==> src/rtl/irq_group_pkg.sv <==
package irq_group_pkg;
  typedef logic [1:0] grp_t;
  localparam grp_t GRP_S0  = 2'd0;
  localparam grp_t GRP_S1  = 2'd1;
  localparam grp_t GRP_NS1 = 2'd2;
  localparam grp_t GRP_RSV = 2'd3;
  localparam int unsigned NUM_GRP = 3;
endpackage

==> src/rtl/irq_grp_resolve.sv <==
module irq_grp_resolve
  import irq_group_pkg::*;
#(
  parameter int unsigned NUM_IRQ = 32
) (
  input  logic                 clk_i,
  input  logic                 rst_ni,
  input  logic                 sec_dis_i,
  input  logic [NUM_IRQ-1:0]   grp_bits_i,
  input  logic [NUM_IRQ-1:0]   mod_bits_i,
  output logic [2*NUM_IRQ-1:0] grp_o
);
  for (genvar k = 0; k < NUM_IRQ; k++) begin : g_irq
    grp_t res;
    always_comb begin
      if (sec_dis_i) begin
        res = grp_bits_i[k] ? GRP_NS1 : GRP_S0;
      end else begin
        unique case ({mod_bits_i[k], grp_bits_i[k]})
          2'b00:   res = GRP_S0;
          2'b10:   res = GRP_S1;
          default: res = GRP_NS1;
        endcase
      end
    end
    assign grp_o[2*k +: 2] = res;

    AST_NO_RSV_CODE: assert property (@(posedge clk_i) disable iff (!rst_ni)
      grp_o[2*k +: 2] != GRP_RSV);
    AST_SECDIS_NO_S1: assert property (@(posedge clk_i) disable iff (!rst_ni)
      sec_dis_i |-> grp_o[2*k +: 2] != GRP_S1);
  end
endmodule

==> src/rtl/sgi_filter.sv <==
module sgi_filter
  import irq_group_pkg::*;
#(
  parameter int unsigned NUM_SGI = 16,
  localparam int unsigned SGI_W = $clog2(NUM_SGI)
) (
  input  logic                 clk_i,
  input  logic                 rst_ni,
  input  logic                 sec_dis_i,
  input  logic [1:0]           tgt_grp_i,
  input  logic [2*NUM_SGI-1:0] nsacc_i,
  input  logic                 req_i,
  input  logic [SGI_W-1:0]     id_i,
  input  logic [1:0]           req_grp_i,
  input  logic                 ns_i,
  input  logic [NUM_SGI-1:0]   clr_i,
  output logic                 acc_o,
  output logic                 drop_o,
  output logic [NUM_SGI-1:0]   pend_o
);
  grp_t       eff_grp;
  logic [1:0] lvl;
  logic       grp_ok, ns_ok, pass;

  assign lvl = nsacc_i[{id_i, 1'b0} +: 2];

  always_comb begin
    eff_grp = req_grp_i;
    if (tgt_grp_i == GRP_S0 && req_grp_i == GRP_S1) eff_grp = GRP_S0;
  end

  assign grp_ok = (req_grp_i != GRP_RSV) &&
                  !(eff_grp == GRP_S0 && tgt_grp_i != GRP_S0);

  always_comb begin
    ns_ok = 1'b1;
    if (ns_i && !sec_dis_i) begin
      if (tgt_grp_i == GRP_S0 && lvl < 2'd1) ns_ok = 1'b0;
      if (tgt_grp_i == GRP_S1 && lvl < 2'd2) ns_ok = 1'b0;
    end
  end

  assign pass   = grp_ok && ns_ok;
  assign acc_o  = req_i && pass;
  assign drop_o = req_i && !pass;

  for (genvar k = 0; k < NUM_SGI; k++) begin : g_pend
    logic set_k, pend_q;
    assign set_k = acc_o && (id_i == SGI_W'(k));
    always_ff @(posedge clk_i or negedge rst_ni) begin
      if (!rst_ni)       pend_q <= 1'b0;
      else if (set_k)    pend_q <= 1'b1;   // set wins over clear
      else if (clr_i[k]) pend_q <= 1'b0;
    end
    assign pend_o[k] = pend_q;

    AST_PEND_ONLY_ON_ACC: assert property (@(posedge clk_i) disable iff (!rst_ni)
      $rose(pend_o[k]) |-> $past(acc_o && id_i == SGI_W'(k)));
    AST_ACC_SETS_PEND: assert property (@(posedge clk_i) disable iff (!rst_ni)
      (acc_o && id_i == SGI_W'(k)) |=> pend_o[k]);
  end

  AST_ONE_OUTCOME: assert property (@(posedge clk_i) disable iff (!rst_ni)
    req_i |-> (acc_o ^ drop_o));
  AST_IDLE_QUIET: assert property (@(posedge clk_i) disable iff (!rst_ni)
    !req_i |-> !(acc_o || drop_o));
  AST_G0_TARGET: assert property (@(posedge clk_i) disable iff (!rst_ni)
    (acc_o && req_grp_i == GRP_S0) |-> tgt_grp_i == GRP_S0);
  AST_RSV_DROP: assert property (@(posedge clk_i) disable iff (!rst_ni)
    (req_i && req_grp_i == GRP_RSV) |-> drop_o);
  AST_NS_LEVEL: assert property (@(posedge clk_i) disable iff (!rst_ni)
    (acc_o && ns_i && !sec_dis_i && tgt_grp_i == GRP_S1) |->
      nsacc_i[{id_i, 1'b0} +: 2] >= 2'd2);
endmodule

==> src/rtl/elig_unit.sv <==
module elig_unit
  import irq_group_pkg::*;
(
  input  logic               clk_i,
  input  logic               rst_ni,
  input  logic [NUM_GRP-1:0] grp_en_i,
  input  logic               sleep_wr_i,
  input  logic               sleep_i,
  input  logic               dis_wr_i,
  input  logic [NUM_GRP-1:0] dis_i,
  output logic [NUM_GRP-1:0] elig_o
);
  logic               asleep_q;
  logic [NUM_GRP-1:0] dis_q;

  always_ff @(posedge clk_i or negedge rst_ni) begin
    if (!rst_ni) begin
      asleep_q <= 1'b1;
      dis_q    <= '0;
    end else begin
      if (sleep_wr_i) asleep_q <= sleep_i;
      if (dis_wr_i)   dis_q    <= dis_i;
    end
  end

  for (genvar g = 0; g < NUM_GRP; g++) begin : g_grp
    assign elig_o[g] = !asleep_q && grp_en_i[g] && !dis_q[g];
    AST_ELIG_NEEDS_EN: assert property (@(posedge clk_i) disable iff (!rst_ni)
      elig_o[g] |-> grp_en_i[g]);
  end

  AST_ASLEEP_NONE: assert property (@(posedge clk_i) disable iff (!rst_ni)
    asleep_q |-> elig_o == '0);
  AST_SLEEP_WR_LAT: assert property (@(posedge clk_i) disable iff (!rst_ni)
    (sleep_wr_i && sleep_i) |=> elig_o == '0);
endmodule

==> src/rtl/irq_group_filter.sv <==
module irq_group_filter
  import irq_group_pkg::*;
#(
  parameter int unsigned NUM_IRQ = 32,
  parameter int unsigned NUM_SGI = 16,
  localparam int unsigned SGI_W = $clog2(NUM_SGI)
) (
  input  logic                 clk_i,
  input  logic                 rst_ni,
  input  logic                 sec_dis_i,
  input  logic [NUM_IRQ-1:0]   grp_bits_i,
  input  logic [NUM_IRQ-1:0]   mod_bits_i,
  input  logic [2*NUM_SGI-1:0] nsacc_i,
  input  logic [2:0]           grp_en_i,
  input  logic                 sleep_wr_i,
  input  logic                 sleep_i,
  input  logic                 dis_wr_i,
  input  logic [2:0]           dis_i,
  input  logic                 sgi_req_i,
  input  logic [SGI_W-1:0]     sgi_id_i,
  input  logic [1:0]           sgi_grp_i,
  input  logic                 sgi_ns_i,
  input  logic [NUM_SGI-1:0]   sgi_clr_i,
  output logic [2*NUM_IRQ-1:0] irq_grp_o,
  output logic                 sgi_acc_o,
  output logic                 sgi_drop_o,
  output logic [NUM_SGI-1:0]   sgi_pend_o,
  output logic [2:0]           elig_o
);
  logic [1:0] tgt_grp;

  irq_grp_resolve #(.NUM_IRQ(NUM_IRQ)) u_resolve (
    .clk_i      (clk_i),
    .rst_ni     (rst_ni),
    .sec_dis_i  (sec_dis_i),
    .grp_bits_i (grp_bits_i),
    .mod_bits_i (mod_bits_i),
    .grp_o      (irq_grp_o)
  );

  assign tgt_grp = irq_grp_o[{sgi_id_i, 1'b0} +: 2];

  sgi_filter #(.NUM_SGI(NUM_SGI)) u_filter (
    .clk_i     (clk_i),
    .rst_ni    (rst_ni),
    .sec_dis_i (sec_dis_i),
    .tgt_grp_i (tgt_grp),
    .nsacc_i   (nsacc_i),
    .req_i     (sgi_req_i),
    .id_i      (sgi_id_i),
    .req_grp_i (sgi_grp_i),
    .ns_i      (sgi_ns_i),
    .clr_i     (sgi_clr_i),
    .acc_o     (sgi_acc_o),
    .drop_o    (sgi_drop_o),
    .pend_o    (sgi_pend_o)
  );

  elig_unit u_elig (
    .clk_i      (clk_i),
    .rst_ni     (rst_ni),
    .grp_en_i   (grp_en_i),
    .sleep_wr_i (sleep_wr_i),
    .sleep_i    (sleep_i),
    .dis_wr_i   (dis_wr_i),
    .dis_i      (dis_i),
    .elig_o     (elig_o)
  );

  initial begin
    assert (NUM_SGI <= NUM_IRQ);
  end
endmodule

==> config.mk <==
export PLATFORM = sky130hd
export DESIGN_NAME = irq_group_filter
export DESIGN_NICKNAME = d
export VERILOG_FILES = /design/src/rtl/irq_group_pkg.sv /design/src/rtl/irq_grp_resolve.sv /design/src/rtl/sgi_filter.sv /design/src/rtl/elig_unit.sv /design/src/rtl/irq_group_filter.sv
export SDC_FILE = /design/constraint.sdc
export NUM_CORES = 1
export LEC_CHECK = 0
export CORE_MARGIN = 2
export CORE_UTILIZATION = 27
export CTS_CLUSTER_DIAMETER = 200
export DETAILED_ROUTE_END_ITERATION = 7
export MAX_ROUTING_LAYER = met4
export PLACE_DENSITY = 0.87
export SLEW_MARGIN = 15
export SYNTH_ARGS = -nofsm -noshare
export SYNTH_HDL_FRONTEND = slang
export SYNTH_SLANG_ARGS = --single-unit
==> constraint.sdc <==
create_clock -name clk_i -period 3.2 [get_ports clk_i]
set_clock_uncertainty 0.05 [all_clocks]
set_input_delay 0.48 -clock clk_i [delete_from_list [all_inputs] [get_ports clk_i]]
set_output_delay 0.48 -clock clk_i [all_outputs]
set_load 0.02 [all_outputs]
## Yosys cells after proc, flatten, opt, wreduce, memory -nomap -nowiden

Index checks and enable logic that the tools add are counted.

- Magnitude comparators: 2
- Equal/unequal tests: 50
- Shifts and indexed selects: 2
- Multiplexer cells: 132
- Reduce and logical (&&, ||, !) cells: 90

Operator list:

| operator | number |
|---|---|
| 2-bit two-way mux | 65 |
| 2-bit one-hot mux with 2 select lines | 32 |
| 2-bit zero test | 34 |
| 2-bit == test, second input constant | 32 |
| 64-bit by 6-bit indexed part select with 2-bit output | 1 |
| 1-bit two-way mux | 35 |
| 2-bit nonzero test | 17 |
| 4-bit == test, second input constant | 8 |
| 32-bit by 6-bit indexed part select with 2-bit output | 1 |
| 1-bit logical AND | 31 |
| 4-bit by 3-bit == test with 1-bit output, second input constant | 4 |
| 4-bit by 2-bit == test with 1-bit output, second input constant | 2 |
| 1-bit zero test | 7 |
| 2-bit by 1-bit == test with 1-bit output, second input constant | 2 |
| 4-bit by 1-bit == test with 1-bit output, second input constant | 1 |
| 4-bit zero test | 1 |
| 2-bit by 1-bit less-than comparator with 1-bit output, second input constant | 1 |
| 2-bit less-than comparator, second input constant | 1 |
| 2-bit != test, second input constant | 1 |

- Register bits: 20
- Input port bits: 132
- Word-level logic and storage cells: 294

## Logic depth before layout (Yosys ltp)

- Depth in word-level cells: 15
- Mapped depth: 8
- Mapped depth without buffers: 5

## Hierarchy

From an unflattened synthesis, not the netlist that was laid out.

- Cell total of the unflattened synthesis: 231
- Area, all modules: 2,228.4 µm²

Modules (own cells, without submodules):

| module | times used | cells an instance | area each (µm²) |
|---|---|---|---|
| sgi_filter | 1 | 132 | 1,246.2 |
| irq_grp_resolve | 1 | 67 | 544.3 |
| irq_group_filter | 1 | 21 | 269.0 |
| elig_unit | 1 | 11 | 168.9 |

## Least setup slack after synthesis

OpenSTA, ideal clock, no wires.

- Path type: input to output
- Start point: input sgi_id_i[3]
- End point: output sgi_drop_o
- Arrival time: 2,709 ps
- Slack: -39 ps
- Cell stages on the path: 6
- Path buffers: 1
- Path through: clkbuf_1 mux4_1 mux4_2 or3b_4 a311oi_4 o31a_1

- Word-level cells in the longest chain between the ends: 11

RTL lines:

| element | RTL line | source |
|---|---|---|
| start: declaration | irq_group_filter.sv:20 | `input logic [SGI_W-1:0] sgi_id_i,` |
| parallel branches: the longest is 8 deep, another holds 2-bit by 1-bit less-than comparator with 1-bit output | - |  |
| 1-bit logical AND (*) | sgi_filter.sv:43 | `assign pass = grp_ok && ns_ok;` |
| 1-bit zero test (*) | sgi_filter.sv:45 | `assign drop_o = req_i && !pass;` |
| 1-bit logical AND (*) | sgi_filter.sv:45 |  |
| end: declaration | irq_group_filter.sv:26 | `output logic sgi_drop_o,` |

Every way passes the cells marked *.

## Worst setup path after layout

- Start point: input nsacc_i[19]
- End point: output sgi_drop_o

- Word-level cells in the longest chain between the ends: 9

RTL lines:

| element | RTL line | source |
|---|---|---|
| start: declaration | irq_group_filter.sv:13 | `input logic [2*NUM_SGI-1:0] nsacc_i,` |
| 32-bit by 6-bit indexed part select with 2-bit output (*) | sgi_filter.sv:25 | `assign lvl = nsacc_i[{id_i, 1'b0} +: 2];` |
| 2-bit by 1-bit less-than comparator with 1-bit output | sgi_filter.sv:38 | `if (tgt_grp_i == GRP_S0 && lvl < 2'd1) ns_ok = 1'b0;` |
| 1-bit logical AND | sgi_filter.sv:38 |  |
| 1-bit two-way mux | sgi_filter.sv:38 |  |
| 1-bit two-way mux (*) | sgi_filter.sv:39 | `if (tgt_grp_i == GRP_S1 && lvl < 2'd2) ns_ok = 1'b0;` |
| 1-bit two-way mux (*) | sgi_filter.sv:37 | `if (ns_i && !sec_dis_i) begin` |
| 1-bit logical AND (*) | sgi_filter.sv:43 |  |
| 1-bit zero test (*) | sgi_filter.sv:45 |  |
| 1-bit logical AND (*) | sgi_filter.sv:45 |  |

Every way passes the cells marked *; elsewhere a longest branch is shown, timed or not.

==> metrics.csv <==
metric,value,unit
ys_async_sr_fraction,100,%
period_share,98.1,%
cts_buffer_depth,2,
r2r_end,u_elig.asleep_q$_DFFE_PN1P_,
min_from,u_filter.g_pend[3].pend_q$_DFFE_PN0P_,
rr_worst_depth,1,
coreArea,7690,µm²
grt_overflow,0,
p_int,668,µW
worst_pin_slew,0.910,ns
cts_tree,done,
final_cell_area,4410,µm²
power.share.clock,17.4,%
clk_pin_slew_worst_paths,0.07,ns
die_area,8640,µm²
grt_pass1_vias,2827,
grt_max_degree,26,
slew_headroom,39.1,%
grt_antenna_before_repair,0,
yosys_warnings,0,
hold_viol,0,
crit_path_end_kind,output pin,
yosysUniqueCellTypes,38,
synthesis.area,2140,µm²
cts_root_buf,clkbuf_8,
crit_type,in -> out,
layout-drive-gt1-share,21.3,%
hp-class,reg -> reg,
num_rows,32,
syn_nets,368,
fin_nets,565,
min_period,3.14,ns
pin_count,217,
whs_path_depth,2,
area_growth,106,%
hold_end,u_filter.g_pend[3].pend_q$_DFFE_PN0P_,
gp_congestion,0.893,
die_y,92.9,µm
h-tree-depth,1,
arrival,2.61,ns
peakVddDrop,0.118,mV
crit_required,2.67,ns
post-route-drc-count,0,
switchingPower,296,µW
ys_seq_area_share,23.5,%
fmax,0.319,GHz
synth_edf_count,0,
dpl_cell_area,4410,µm²
wl_per_cell,17.9,µm
drv_slew,0,
ys_seq_elements,20,
via_per_inst,4.93,
dp_cells,529,
pwr-share-seq,28.2,%
wl,9.55,mm
start_kind,primary input,
pre_cts_ws,-1.00,ns
grt_use_total,21.5,%
cts_sinks,20,
comb_power_share,54.5,%
rsz0062_at_grt,true,
synth_top_cell_area_share,22.3,%
grt_pass1_wl,14.0,mm
insertion_delay,0.25,ns
outcome,"complete, no violations",
setup_ws,0.0618,ns
p_sw_share,30.7,%
die_x,92.9,µm
port-buffer-count,216,
synth_area_leaders,"dfrtp_1 22%, mux4_2 13%, nor3b_1 8.1%",
yosysTopAreaCell,dfrtp_1,
r2r_start,u_elig.asleep_q$_DFFE_PN1P_,
hpwl,8.04,mm
num_antenna_cells,0,
vias,2631,
fin_cells,534,
cts_buffers,3,
r2r_slack,2.39,ns
drt_first_iter_violations,42,
power_leakage,1.69,nW
initial_core_util,27.8,%
drtAntennaViolNets,0,
powerDensity,219,nW/µm²
maxCapViolCount,0,
ys.flop_type,dfrtp_1,
dr.pass1.iters,4,
tns,0,ns
syn_avg_cell_area,9.05,µm²
crit_fanout,4,
setup_viol,0,
postSynthCellCount,236,
## power groups by stage
stage	clock network, mW	registers (mW)	logic, mW
floorplan	0	0.274	0.217
global placement	0	0.276	0.518
detailed placement	0	0.276	0.527
CTS	0.174	0.272	0.527
global route	0.181	0.273	0.555
finish	0.167	0.272	0.525
## cell usage after synthesis, types with 3 or more instances
cell type	count
clkbuf_1	43
nor3b_1	23
dfrtp_1	19
buf_4	16
nand2b_1	15
nor2_1	15
inv_1	14
o32ai_1	14
mux4_2	12
mux2_2	7
nand4_1	7
mux4_1	5
nand3_1	5
buf_1	4
nand2_1	4
nand3b_1	4
nor2b_1	3
## routing by layer
layer	up-vias	global-route usage [%]	part of all wire [%]
met4	0	6.62	2.1
met3	18	2.60	6.1
met2	134	40.3	53
met5	-	-	0
li1	1223	-	-
met1	1256	23.7	39
## layout by cell type, fill, tap and decap left out, types with 2 or more instances in the layout
master / netlist / final
clkdlybuf4s50_1: 0 / 190
buf_4: 16 / 39
nor3b_1: 23 / 23
dfrtp_1: 19 / 19
mux4_2: 12 / 16
nor2_1: 15 / 15
inv_1: 14 / 14
o32ai_1: 14 / 14
nand2b_1: 15 / 13
clkbuf_2: 0 / 13
mux2_2: 7 / 7
nand4_1: 7 / 7
nand3_1: 5 / 5
dlygate4sd2_1: 0 / 5
nand2_1: 4 / 4
nand3b_1: 4 / 4
nor2b_1: 3 / 3
clkbuf_8: 0 / 3
clkdlybuf4s15_1: 0 / 3
buf_6: 2 / 3
nand2b_4: 0 / 2
nor4bb_1: 2 / 2
or3_1: 2 / 2
o22a_1: 2 / 2
o41ai_1: 2 / 2
buf_2: 0 / 2
## kinds of logic after synthesis
logic type	Yosys count	synth area share [%]
AND/OR/NAND/NOR	90	26.4
multiplexers	25	23.0
buffers and inverters	79	17.4
flip-flops	20	23.5
AO/OA/AOI/OAI	22	9.73
## area by class of cell
class / instances / area [µm²]
fillers: 664 / 3280
repair buffers: 257 / 2410
multi-input cells: 137 / 1270
flip-flops and latches: 20 / 502
well taps: 102 / 128
inverters: 14 / 52.6
clock buffers: 4 / 45.0
## sequential cells by signal, indices dropped and copies added, names as in the netlist
signal                  flops
u_elig.asleep_q             1
u_filter.g_pend.pend_q     16
u_elig.dis_q                3
## stage by stage
stage / util [%] / power [mW] / hold WS (ns)
2_1_floorplan: - / 0.491 / 0.134
3_3_place_gp: 57.3 / 0.793 / 0.439
3_5_place_dp: 57.3 / 0.803 / 0.440
4_1_cts: 57.7 / 0.972 / 0.463
5_1_grt: 57.3 / 1.01 / 0.492
6_report: 57.3 / 0.964 / 0.454
## worst max-delay path, cell delays in order
cell and delay [ns]:
clkdlybuf4s15_1 0.17, mux4_2 0.45, mux4_2 0.45, or3b_4 0.40, a311oi_4 0.34, o31a_1 0.19
buf_6 0.13
## what timing repair did
action                                  in CTS  in global routing
resized for setup                           50                 35
setup buffers                                2                  0
endpoints found under the hold margin        0                  0
pin swaps                                    3                  4
cloned                                       0                  0
endpoints found under the setup margin       2                  2
hold buffers                                 0                  0
## how the worst max path moves through the flow
stage	start	to
global placement	sgi_id_i[1]	sgi_drop_o
CTS	sgi_id_i[1]	sgi_drop_o
floorplan	sgi_id_i[0]	sgi_acc_o
finish	nsacc_i[19]	sgi_drop_o
detailed placement	sgi_id_i[1]	sgi_drop_o
global route	sgi_id_i[1]	sgi_drop_o
No activity file was read; power rests on OpenSTA's default activity.
